### src/rtl/match_capture_timer.sv
module match_capture_timer #(
  parameter int CW  = 32,
  parameter int NCH = 4,
  parameter int AW  = 4
)(
  input  logic               clk,
  input  logic               rst_n,
  input  logic               wr_en,
  input  logic [AW-1:0]      wr_addr,
  input  logic [CW-1:0]      wr_data,
  input  logic [NCH-1:0]     cap_in,
  output logic [CW-1:0]      count,
  output logic [CW-1:0]      prescale,
  output logic [NCH*CW-1:0]  cap_flat,
  output logic [NCH-1:0]     match_out,
  output logic [2*NCH-1:0]   int_flags,
  output logic               irq
);
  localparam int SW = (NCH > 1) ? $clog2(NCH) : 1;
  localparam int NF = 2 * NCH;
  localparam logic [AW-1:0] A_CTRL = AW'(0);
  localparam logic [AW-1:0] A_PRE  = AW'(1);
  localparam logic [AW-1:0] A_MCTL = AW'(2);
  localparam logic [AW-1:0] A_OCTL = AW'(3);
  localparam logic [AW-1:0] A_CCTL = AW'(4);
  localparam logic [AW-1:0] A_CSRC = AW'(5);
  localparam logic [AW-1:0] A_ICLR = AW'(6);
  localparam int A_MR0 = 8;

  logic              run, hold;
  logic [CW-1:0]     pr, cnt, pre;
  logic [3*NCH-1:0]  mctl, cctl;
  logic [2*NCH-1:0]  octl;
  logic [1:0]        cmode;
  logic [SW-1:0]     csel;
  logic [CW-1:0]     mr  [NCH];
  logic [CW-1:0]     cap [NCH];
  logic [NCH-1:0]    s1, s2, s3;
  logic [NCH-1:0]    rise, fall, m_hit, c_hit, m_int, m_rst, m_stop, c_int;
  logic [NCH-1:0]    mout;
  logic [NF-1:0]     flags, clr;
  logic              ext_edge, tick, term, any_rst, any_stop;

  assign rise     = s2 & ~s3;
  assign fall     = ~s2 & s3;
  assign ext_edge = (cmode[0] & rise[csel]) | (cmode[1] & fall[csel]);
  assign tick     = run & ~hold & ((cmode == 2'b00) | ext_edge);
  assign term     = tick & (pre >= pr);
  assign any_rst  = |(m_hit & m_rst);
  assign any_stop = |(m_hit & m_stop);
  assign clr      = (wr_en && wr_addr == A_ICLR) ? wr_data[NF-1:0] : '0;

  assign count     = cnt;
  assign prescale  = pre;
  assign match_out = mout;
  assign int_flags = flags;
  assign irq       = |flags;

  generate
    for (genvar i = 0; i < NCH; i++) begin : g_ch
      assign m_int[i]  = mctl[3*i];
      assign m_rst[i]  = mctl[3*i+1];
      assign m_stop[i] = mctl[3*i+2];
      assign c_int[i]  = cctl[3*i+2];
      assign m_hit[i]  = term & (cnt == mr[i]);
      assign c_hit[i]  = (cctl[3*i] & rise[i]) | (cctl[3*i+1] & fall[i]);
      assign cap_flat[i*CW +: CW] = cap[i];

      always_ff @(posedge clk or negedge rst_n) begin
        if (!rst_n) begin
          mr[i]   <= '0;
          cap[i]  <= '0;
          mout[i] <= 1'b0;
        end else begin
          if (wr_en && wr_addr == AW'(A_MR0 + i)) mr[i] <= wr_data;
          if (c_hit[i]) cap[i] <= cnt;
          if (m_hit[i]) begin
            case (octl[2*i +: 2])
              2'b01:   mout[i] <= 1'b0;
              2'b10:   mout[i] <= 1'b1;
              2'b11:   mout[i] <= ~mout[i];
              default: mout[i] <= mout[i];
            endcase
          end
        end
      end
    end
  endgenerate

  always_ff @(posedge clk or negedge rst_n) begin
    if (!rst_n) begin
      run <= 1'b0; hold <= 1'b0; pr <= '0;
      mctl <= '0; octl <= '0; cctl <= '0; cmode <= '0; csel <= '0;
    end else begin
      if (wr_en) begin
        case (wr_addr)
          A_CTRL: {hold, run} <= wr_data[1:0];
          A_PRE:  pr <= wr_data;
          A_MCTL: mctl <= wr_data[3*NCH-1:0];
          A_OCTL: octl <= wr_data[2*NCH-1:0];
          A_CCTL: cctl <= wr_data[3*NCH-1:0];
          A_CSRC: begin cmode <= wr_data[1:0]; csel <= wr_data[2 +: SW]; end
          default: ;
        endcase
      end
      if (any_stop) run <= 1'b0;
    end
  end

  always_ff @(posedge clk or negedge rst_n) begin
    if (!rst_n) begin
      cnt <= '0; pre <= '0;
    end else if (hold) begin
      cnt <= '0; pre <= '0;
    end else if (term) begin
      pre <= '0;
      if (any_rst)       cnt <= '0;
      else if (!any_stop) cnt <= cnt + 1'b1;
    end else if (tick) begin
      pre <= pre + 1'b1;
    end
  end

  always_ff @(posedge clk or negedge rst_n) begin
    if (!rst_n) begin
      s1 <= '0; s2 <= '0; s3 <= '0; flags <= '0;
    end else begin
      s1 <= cap_in;
      s2 <= s1;
      s3 <= s2;
      flags <= (flags & ~clr) | {c_hit & c_int, m_hit & m_int};
    end
  end

  a_r2_hold_zero: assert property (@(posedge clk) disable iff (!rst_n)
    hold |=> (count == '0 && prescale == '0));
  a_r1_count_step: assert property (@(posedge clk) disable iff (!rst_n)
    !hold |=> (cnt == $past(cnt) || cnt == $past(cnt) + 1'b1 || cnt == '0));
  a_r3_stop_halts: assert property (@(posedge clk) disable iff (!rst_n)
    any_stop |=> !run);
  a_r4_pin_quiet: assert property (@(posedge clk) disable iff (!rst_n)
    !(|m_hit) |=> $stable(mout));
  a_r7_flags_sticky: assert property (@(posedge clk) disable iff (!rst_n)
    1'b1 |=> ((($past(flags) & ~$past(clr)) & ~flags) == '0));
endmodule

### config.mk
export PLATFORM = sky130hd
export DESIGN_NAME = match_capture_timer
export DESIGN_NICKNAME = d
export VERILOG_FILES = /design/src/rtl/match_capture_timer.sv
export SDC_FILE = /design/constraint.sdc
export NUM_CORES = 1
export LEC_CHECK = 0
export ABC_AREA = 1
export BUFFER_PORTS_ARGS = -buffer_cell sky130_fd_sc_hd__buf_2
export CELL_PAD_IN_SITES_DETAIL_PLACEMENT = 2
export CELL_PAD_IN_SITES_GLOBAL_PLACEMENT = 2
export CORE_AREA = 2 2 248 250
export CTS_CLUSTER_DIAMETER = 150
export CTS_CLUSTER_SIZE = 10
export DETAILED_ROUTE_END_ITERATION = 7
export DIE_AREA = 0 0 250 252
export PLACE_DENSITY_LB_ADDON = 0.1
export SLEW_MARGIN = 25
export SYNTH_ARGS = -nofsm -noshare
export SYNTH_HDL_FRONTEND = slang
export SYNTH_SLANG_ARGS = --single-unit
export TNS_END_PERCENT = 5
### constraint.sdc
create_clock -name clk -period 2.35 [get_ports clk]
set_clock_uncertainty 0.1 [all_clocks]
set_input_delay 0.47 -clock clk [delete_from_list [all_inputs] [get_ports clk]]
set_output_delay 0.47 -clock clk [all_outputs]
set_load 0.05 [all_outputs]
==> flow_metrics.py, run 1 <==
metrics = {
    "status": {
        "status": "finished, violations left",
        "violations": "negative setup slack",
    },
    "placed_design": {
        "gp_congestion": 0.820,
        "dp_hpwl_mm": 50.2,
        "pre_cts_ws_ns": -0.363,
        "placed_area_um2": 22800,
        "post-place-cells": 3281,
        "numPortBuffers": 247,
    },
    "flow_run": {
        "maxCapViolCount": 0,
    },
    "drt": {
        "ant_nets": 0,
        "vias_per_cell": 4.94,
        "wirelength_mm": 69.0,
        "dr.first_iter.drc_count": 698,
        "vias": 16600,
        "wire_per_inst_um": 20.6,
        "route.detailed.drc": 0,
        "first_pass_iters": 5,
    },
    "pwr": {
        "p_per_area_nw_per_um2": 1020,
        "p_leak_nw": 12.2,
        "peakVddDrop_uv": 533,
    },
    "setup_path": {
        "crit_chain": "ha_1, a21oi_2, o21a_1, nand2_1, a21oi_4, nand2_4, nand4_1, nand2_1, buf_6, nor2_4, buf_12, clkbuf_16, nand4_1, nand2_1",
        "crit_path_frequent_cell": "nand2_1",
        "cp-start-kind": "flop",
        "path_class": "reg -> reg",
        "endpoint_kind": "flop",
        "critPathRequiredTime_ns": 2.76,
        "crit_path_top_delay_cell": "dfrtp_2",
        "crit_arrival_ns": 2.97,
        "slowest_delay_ns": 0.40,
        "cp_top_family": "simple AND/OR/NAND/NOR gates",
        "crit_buf_inv": 3,
        "crit_path_max_fanout": 8,
    },
    "hold_path": {
        "hold_class": "in -> reg",
    },
    "synth": {
        "synth.top_cell.area_share_pct": 54.1,
        "synth-adder-area-share_pct": 2.22,
        "yosysSeqAreaShare_pct": 54.1,
        "yosys.area_share.simple_pct": 18.9,
        "synthCells": 2151,
        "synth_area_leaders": "dfrtp_1 (54%), nand2_1 (7.5%), nor2_1 (5.7%)",
        "ys.flop_type": "dfrtp_1",
        "ys_ff_latch": 414,
        "syn_nets": 2228,
        "ys.warnings.count": 0,
        "synthXorXnorAreaFrac_pct": 7.28,
        "netlist_area_um2": 19100,
        "async_flop_share_pct": 100,
        "synth_cell_type_count": 36,
        "yosys.area.top_type": "dfrtp_1",
        "avgSynthCellArea_um2": 8.90,
        "synth.area.mux_share_pct": 1.41,
        "synth_top_family_by_area": "simple AND/OR/NAND/NOR gates",
        "synth_compound_area_share_pct": 9.79,
        "synth_edf_count": 0,
    },
    "timing": {
        "layout_setup_ws_ns": -0.210,
        "hold_viol_final": 0,
        "worstMarginPinSlew_ns": 0.663,
        "max_clock_freq_ghz": 0.391,
        "setup_viol": 47,
        "period_needed_ns": 2.56,
        "slew_headroom_pct": 55.7,
        "rsz0062_at_grt": "yes",
        "hold_slack_ns": 0.0390,
        "slew_viol_final": 0,
        "finalCritPeriodShare_pct": 109,
    },
    "cts": {
        "cts_tree": "yes",
        "root_buffer": "clkbuf_16",
        "worst_skew_pair.late_latency_ns": 0.59,
        "htree_levels": 2,
        "cts_buffer_depth": 3,
        "numCtsBuffers": 47,
        "cts.sinks": 414,
        "cts.clk_slew.worst_paths_ns": 0.06,
    },
    "grt": {
        "grt_overflow": 0,
        "grtUsageTotal_pct": 21.9,
        "grt_pass1_wl_mm": 108,
        "antenna_found_initial": 0,
        "first_global_vias": 18300,
        "grt_max_degree": 73,
    },
    "layout": {
        "finish.utilization_pct": 41.1,
        "fin_area_um2": 24700,
        "final_cell_mix": "dfrtp_1 (378), nand2_1 (351), nor2_1 (277)",
        "layout_commonest_cell": "dfrtp_1",
        "syn2layout_area_growth_pct": 29.2,
        "antenna_cells": 0,
        "drive_gt1_share_pct": 26.3,
        "fin_cells": 3353,
        "fin_nets": 2640,
    },
    "floorplan": {
        "pin_count": 248,
        "initial_utilization_pct": 31.8,
        "die-area_um2": 63000,
        "core_um2": 60100,
        "die_h_um": 252,
        "die_x_um": 250,
        "num_rows": 90,
    },
}
-- final cells by class --
class                           instances  area (um2)
Fill cell                            6635       35400
Tap cell                              782         978
Sequential cell                       414       10400
Inverter                              184         691
Clock inverter                          1        8.76
Multi-Input combinational cell       1444        8030
Timing Repair Buffer                  472        3360
Clock buffer                           56        1250
-- cell usage after synthesis (7+ instances only) --
library cell / count
clkbuf_1: 53
nand3_1: 50
nand2_1: 382
nor2_1: 291
nand4_1: 73
ha_1: 34
xnor2_1: 62
inv_2: 7
a21oi_1: 200
xor2_1: 97
nor4_1: 9
inv_1: 176
mux2_2: 24
dfrtp_1: 414
buf_2: 31
nor3_1: 36
o21ai_0: 161
buf_4: 9
buf_1: 12
-- report_power, final --
group | switching [mW] | leakage (nW) | internal (mW)
Sequential | 1.12 | 5.11 | 8.79
Combinational | 6.28 | 6.44 | 2.48
Clock | 2.93 | 0.616 | 3.69
-- layer usage --
metal	global-route usage [%]	vias up	wire length [um]
li1	-	7782	-
met5	0	-	0
met3	2.29	82	1510
met1	28.1	8519	30300
met2	39.8	182	35900
met4	5.03	0	1320
-- worst register-to-register path, stage by stage (launching register included) --
cell and delay (ns):
dfrtp_2 0.40, ha_1 0.33, a21oi_2 0.15, o21a_1 0.12, nand2_1 0.08, a21oi_4 0.26, nand2_4 0.12, nand4_1 0.09
nand2_1 0.10, buf_6 0.13, nor2_4 0.12, buf_12 0.15, clkbuf_16 0.17, nand4_1 0.09, nand2_1 0.08
-- through the flow --
| step | setup TNS (ns) | power (mW) |
|---|---|---|
| floorplan | 0 | 15.7 |
| global placement | -10.79 | 18.4 |
| detailed placement | -13.62 | 18.7 |
| CTS | -5.49 | 25.5 |
| global route | -16.82 | 26.7 |
| finish | -6.84 | 25.3 |
-- cells by family (layout without fill, tap and decap cells) --
| logic type | Yosys count | in the layout |
|---|---|---|
| flops | 414 | 414 |
| fa+ha+maj | 34 | 34 |
| mux | 24 | 24 |
| xor+xnor | 159 | 159 |
| buf+inv | 293 | 713 |
| compound gates | 370 | 370 |
| simple gates | 857 | 857 |
-- path summary, 6_finish.rpt --
path | start | end | slack (ns) | cells after the start
setup / recovery | prescale[21]$_DFFE_PN0P_ | count[7]$_DFFE_PN0P_ | -0.21 | 14
hold / removal | wr_data[1] | cmode[1]$_DFFE_PN0P_ | 0.04 | 3
setup reg to reg | prescale[21]$_DFFE_PN0P_ | count[7]$_DFFE_PN0P_ | -0.21 | 14
hold reg to reg | s1[2]$_DFF_PN0_ | s2[2]$_DFF_PN0_ | 0.25 | 0
max in group asynchronous | rst_n | cap_flat[38]$_DFFE_PN0N_ | 0.99 | 3
min in group asynchronous | rst_n | prescale[28]$_DFFE_PN0P_ | 0.32 | 2
-- timing repair --
item / 4_1_cts / 5_1_grt
hold buffers: 6 / 0
gates resized for setup: 46 / 62
cloned: 1 / 4
endpoints found under the hold margin: 43 / 0
endpoints found under the setup margin: 69 / 72
pin swaps: 2 / 31
buffers inserted: 1 / 4
-- registers in the layout (all words and copies together), names as in the netlist --
name       count
octl           8
match_out      4
mctl          12
count         32
cctl          12
csel           2
s2             4
cmode          2
run            1
prescale      32
s1             4
hold           1
int_flags      8
s3             4
pr            32
mr           128
cap_flat     128
Note: power is estimated with default switching activity, not from simulation.
==> inputs of run 2 (changes only) <==
==> constraint.sdc (replaced) <==
create_clock -name clk -period 2.35 [get_ports clk]
set_clock_uncertainty 0.1 [all_clocks]
set_input_delay 0.47 -clock clk [delete_from_list [all_inputs] [get_ports clk]]
set_output_delay 0.47 -clock clk [all_outputs]
set_load 0.005 [all_outputs]
==> run 2 against run 1 <==
Against the previous run: flip-flop and latch count is the same; sequential share of layout area is essentially flat; the flow still finishes with violations (negative setup slack); via count shrank 0.19%; largest cell class unchanged; design area shrank 0.49%.
==> flow_metrics.py, run 2 (same netlist as run 1, synthesis figures left out) <==
metrics = {
    "floorplan": {
        "die_x_um": 250,
        "die-area_um2": 63000,
        "pin_count": 248,
        "core_um2": 60100,
        "die_h_um": 252,
        "num_rows": 90,
        "initial_utilization_pct": 31.8,
    },
    "placed_design": {
        "post-place-cells": 3275,
        "dp_hpwl_mm": 51.0,
        "pre_cts_ws_ns": -0.344,
        "gp_congestion": 0.821,
        "placed_area_um2": 22700,
        "numPortBuffers": 247,
    },
    "timing": {
        "finalSetupTns_ns": -6.64,
        "max_clock_freq_ghz": 0.391,
        "setup_viol": 44,
        "layout_setup_ws_ns": -0.209,
        "rsz0062_at_grt": "yes",
        "finalCritPeriodShare_pct": 109,
        "worstMarginPinSlew_ns": 0.587,
        "hold_viol_final": 0,
        "slew_headroom_pct": 60.8,
        "slew_viol_final": 0,
        "period_needed_ns": 2.56,
        "hold_slack_ns": 0.0460,
    },
    "drt": {
        "ant_nets": 0,
        "wirelength_mm": 70.5,
        "dr.first_iter.drc_count": 742,
        "vias_per_cell": 4.94,
        "wire_per_inst_um": 21.1,
        "route.detailed.drc": 0,
        "first_pass_iters": 5,
        "vias": 16500,
    },
    "layout": {
        "syn2layout_area_growth_pct": 28.6,
        "fin_cells": 3346,
        "fillers": 6663,
        "fin_nets": 2640,
        "seq_area_um2": 10400,
        "layout_commonest_cell": "dfrtp_1",
        "drive_gt1_share_pct": 25.0,
        "fin_area_um2": 24600,
        "finish.utilization_pct": 40.9,
        "antenna_cells": 0,
        "final_cell_mix": "dfrtp_1 (412), nand2_1 (352), nor2_1 (271)",
        "multi_input_area_um2": 7950,
    },
    "setup_path": {
        "rrSetupSlack_ns": -0.21,
        "path_class": "reg -> reg",
        "crit_end": "count[4]$_DFFE_PN0P_",
        "critPathRequiredTime_ns": 2.76,
        "crit_path_max_fanout": 6,
        "crit_arrival_ns": 2.97,
        "rr_startpoint": "count[0]$_DFFE_PN0P_",
        "cp-start-kind": "flop",
        "worstReg2RegEnd": "count[4]$_DFFE_PN0P_",
        "endpoint_kind": "flop",
        "ff2ff_path_depth": 15,
        "setup.worst_path.start": "count[0]$_DFFE_PN0P_",
    },
    "flow_run": {
        "maxCapViolCount": 0,
    },
    "pwr": {
        "p_leak_nw": 12.2,
        "seq_power_share_pct": 44.9,
        "power_mw": 22.1,
        "p_int_mw": 14.9,
        "p_per_area_nw_per_um2": 898,
        "net-switching-power_mw": 7.17,
        "combPwrFrac_pct": 25.6,
        "peakVddDrop_uv": 480,
        "p_sw_share_pct": 32.4,
        "clockPowerShare_pct": 29.5,
    },
    "grt": {
        "grt_max_degree": 65,
        "grt_pass1_wl_mm": 110,
        "antenna_found_initial": 1,
        "grt_overflow": 0,
        "first_global_vias": 18200,
        "grtUsageTotal_pct": 22.4,
    },
    "cts": {
        "cts_buffer_depth": 3,
        "cts_tree": "yes",
        "root_buffer": "clkbuf_16",
        "worst_skew_pair.late_latency_ns": 0.58,
        "htree_levels": 2,
        "cts.clk_slew.worst_paths_ns": 0.06,
        "cts.sinks": 414,
        "numCtsBuffers": 47,
    },
    "status": {
        "status": "finished, violations left",
        "violations": "negative setup slack",
    },
    "hold_path": {
        "hold_class": "in -> reg",
    },
}
run 2: cell count changes in the layout (fill, tap and decap cells not counted), moves of 2 or more:
cell	before	now
clkbuf_1	7	0
dfrtp_1	378	412
buf_6	8	5
nor2_1	277	271
dfrtp_2	36	2
nand3_2	2	4
ha_1	23	28
nor2_2	11	16
o21ai_0	160	158
nand3_1	48	46
ha_4	11	6
buf_12	23	25
run 2: final cells by class:
type	instances	area share [%]
inverters	184	2.81
flip-flops and latches	414	42.1
clock inverters	1	0.0356
well taps	782	3.98
repair buffers	472	13.8
multi-input cells	1444	32.3
clock buffers	49	4.98
run 2: worst min-delay path by stage:
stage                          from  slack [ns]  cells after the start                 endpoint
floorplan                     rst_n        0.07                      0  cap_flat[0]$_DFFE_PN0N_
global placement    s1[0]$_DFF_PN0_        0.23                      0          s2[0]$_DFF_PN0_
detailed placement  s1[0]$_DFF_PN0_        0.24                      0          s2[0]$_DFF_PN0_
CTS                      wr_data[1]       0.004                      3     cmode[1]$_DFFE_PN0P_
global route             wr_data[2]        0.05                      3      csel[0]$_DFFE_PN0P_
finish                   wr_data[1]        0.05                      3     cmode[1]$_DFFE_PN0P_
run 2: critical path, stage by stage, from the launching register on:
cell,delay [ns]
dfrtp_1,0.48
buf_12,0.19
xnor2_1,0.15
nand4_1,0.18
nor2_1,0.15
nand2_1,0.14
nor2_1,0.19
nand4_1,0.16
nand2_2,0.13
inv_2,0.04
nand2_2,0.09
nand2_4,0.08
nand2_8,0.09
buf_4,0.15
nand2_1,0.06
nand2_1,0.08
run 2: power by group through the flow:
stage / Clock [mW] / Combinational, mW / Sequential, mW
after detailed placement: 0 / 5.47 / 10.0
after global placement: 0 / 5.23 / 9.98
final: 6.51 / 5.64 / 9.93
after global routing: 7.02 / 6.38 / 10.2
after floorplan: 0 / 2.75 / 9.83
after CTS: 6.75 / 5.63 / 9.95
run 2: what timing repair did:
item | 4_1_cts | 5_1_grt
hold buffers | 6 | 0
endpoints found under the setup margin | 69 | 72
pin swaps | 28 | 56
gates resized for setup | 63 | 38
buffers inserted | 7 | 4
cloned | 2 | 5
hold endpoints to repair | 39 | 0
run 2: layer usage:
layer | track usage [%] | vias to the layer above | share of wire [%]
li1 | - | 7751 | -
met1 | 29.1 | 8506 | 44
met2 | 40.3 | 202 | 52
met3 | 2.55 | 74 | 2.6
met4 | 4.57 | 0 | 1.6
met5 | 0 | - | 0
==> inputs of run 3 (changes only) <==
--- a/config.mk
+++ b/config.mk
@@ -15,6 +15,7 @@
 export DETAILED_ROUTE_END_ITERATION = 7
 export DIE_AREA = 0 0 250 252
 export PLACE_DENSITY_LB_ADDON = 0.1
+export REMOVE_ABC_BUFFERS = 1
 export SLEW_MARGIN = 25
 export SYNTH_ARGS = -nofsm -noshare
 export SYNTH_HDL_FRONTEND = slang
==> run 3 against run 2 <==
Against the previous run: the flow still finishes with violations (negative setup slack); non-clock buffer count is 22 higher; critical path type unchanged; sequential power hardly changed; final cell count is 0.75% higher; power is 0.59% higher; first-iteration DRC count is 8.2% lower; global-route usage is 0.24 points higher; worst hold slack worse by 0.0051 ns; critical path depth stayed put; flip-flop and latch count stayed put; combinational power is 2% higher; fmax is 4.3% lower; sequential share of layout area is 0.56 points lower.
==> flow_metrics.py, run 3 (same netlist as run 1, synthesis figures left out) <==
metrics = {
    "setup_path": {
        "crit_arrival_ns": 3.05,
        "endpoint_kind": "flop",
        "ff2ff_path_depth": 15,
        "setup.worst_path.start": "prescale[22]$_DFFE_PN0P_",
        "path_class": "reg -> reg",
        "crit_path_max_fanout": 8,
        "rr_startpoint": "prescale[22]$_DFFE_PN0P_",
        "critPathRequiredTime_ns": 2.73,
        "cp-start-kind": "flop",
    },
    "timing": {
        "finalSetupTns_ns": -14.16,
        "slew_headroom_pct": 55.7,
        "slew_viol_final": 0,
        "layout_setup_ws_ns": -0.323,
        "hold_viol_final": 0,
        "worstMarginPinSlew_ns": 0.662,
        "hold_slack_ns": 0.0409,
        "rsz0062_at_grt": "yes",
        "finalCritPeriodShare_pct": 114,
        "setup_viol": 66,
        "max_clock_freq_ghz": 0.374,
        "period_needed_ns": 2.67,
    },
    "drt": {
        "first_pass_iters": 4,
        "ant_nets": 0,
        "wirelength_mm": 71.2,
        "vias": 16700,
        "wire_per_inst_um": 21.1,
        "dr.first_iter.drc_count": 681,
        "route.detailed.drc": 0,
        "vias_per_cell": 4.95,
    },
    "layout": {
        "layout_commonest_cell": "dfrtp_1",
        "final_cell_mix": "dfrtp_1 (409), nand2_1 (348), nor2_1 (273)",
        "syn2layout_area_growth_pct": 30.3,
        "fin_nets": 2665,
        "antenna_cells": 0,
        "drive_gt1_share_pct": 26.3,
    },
    "status": {
        "violations": "negative setup slack",
        "status": "finished, violations left",
    },
    "pwr": {
        "p_per_area_nw_per_um2": 891,
        "peakVddDrop_uv": 463,
        "clockPowerShare_pct": 29.3,
        "power_mw": 22.2,
        "p_leak_nw": 12.3,
        "p_int_mw": 15.0,
        "combPwrFrac_pct": 25.9,
        "p_sw_share_pct": 32.5,
        "net-switching-power_mw": 7.23,
        "seq_power_share_pct": 44.8,
    },
    "placed_design": {
        "pre_cts_ws_ns": -0.546,
        "dp_hpwl_mm": 49.9,
        "gp_congestion": 0.816,
        "numPortBuffers": 247,
    },
    "cts": {
        "htree_levels": 2,
        "cts.clk_slew.worst_paths_ns": 0.06,
        "root_buffer": "clkbuf_16",
        "cts_tree": "yes",
        "cts_buffer_depth": 3,
        "numCtsBuffers": 47,
        "worst_skew_pair.late_latency_ns": 0.59,
        "cts.sinks": 414,
    },
    "hold_path": {
        "min_from": "wr_data[3]",
        "whs_path_depth": 3,
        "hold_class": "in -> reg",
    },
    "floorplan": {
        "die-area_um2": 63000,
        "die_h_um": 252,
        "num_rows": 90,
        "pin_count": 248,
        "die_x_um": 250,
        "core_um2": 60100,
        "initial_utilization_pct": 31.8,
    },
    "grt": {
        "grtUsageTotal_pct": 22.6,
        "grt_overflow": 0,
        "first_global_vias": 18600,
        "antenna_found_initial": 0,
        "grt_max_degree": 65,
        "grt_pass1_wl_mm": 111,
    },
    "flow_run": {
        "maxCapViolCount": 0,
    },
}
[run 3: cell type report]
cell class / count / area [um2]
clock buffer: 49 / 1230
clock inverter: 1 / 8.76
fill: 6593 / 35200
inverter: 184 / 691
multi-input combinational: 1447 / 8100
sequential: 414 / 10400
tap: 782 / 978
timing repair buffer: 494 / 3570
[run 3: power by group through the flow]
stage	Clock [mW]	Sequential, mW	Combinational (mW)
after floorplan	0	9.89	2.57
after global placement	0	9.99	5.12
after detailed placement	0	10.1	5.37
after CTS	6.71	9.98	5.76
after global routing	6.96	10.2	6.49
final	6.51	9.95	5.75
[run 3: stage by stage]
stage	util (%)	instances	instance area [um2]
global route	41.5	3371	24900
global placement	37.8	3282	22700
finish	41.5	3371	24900
floorplan	-	2042	18600
CTS	41.1	3364	24700
detailed placement	37.8	3282	22700
[run 3: what timing repair did]
action | 4_1_cts | 5_1_grt
cloned | 5 | 1
resized for setup | 80 | 45
pin swaps | 24 | 28
setup buffers | 20 | 6
endpoints found under the setup margin | 69 | 70
hold buffers | 7 | 0
hold endpoints to repair | 39 | 0
[run 3: final timing paths]
kind	end	slack, ns
worst max-delay path	count[22]$_DFFE_PN0P_	-0.32
worst min-delay path	csel[1]$_DFFE_PN0P_	0.04
worst max register to register	count[22]$_DFFE_PN0P_	-0.32
worst min register to register	s2[1]$_DFF_PN0_	0.24
max in group asynchronous	mr[86]$_DFFE_PN0P_	1.09
min in group asynchronous	pr[20]$_DFFE_PN0P_	0.32
[run 3: worst max-delay path, stage by stage (launching register included)]
cell and delay (ns):
dfrtp_1 0.42, ha_4 0.29, nand2_4 0.05, nor2_4 0.11, nand4_1 0.20, nor2_2 0.22
nand2_2 0.11, nand2_4 0.11, nand4_1 0.17, buf_4 0.20, nand2_4 0.06, nor2_4 0.04
nand2_8 0.15, nand2_8 0.15, nand2_2 0.10, nand2_1 0.05
[run 3: per-layer routing]
layer	routed length [um]	share of wire [%]	vias to the layer above	track usage (%)
met2	36800	52	198	41.1
met5	0	0	-	0
met4	1280	1.8	0	5.36
met1	31200	44	8625	28.6
met3	1880	2.6	77	2.82
li1	-	-	7799	-
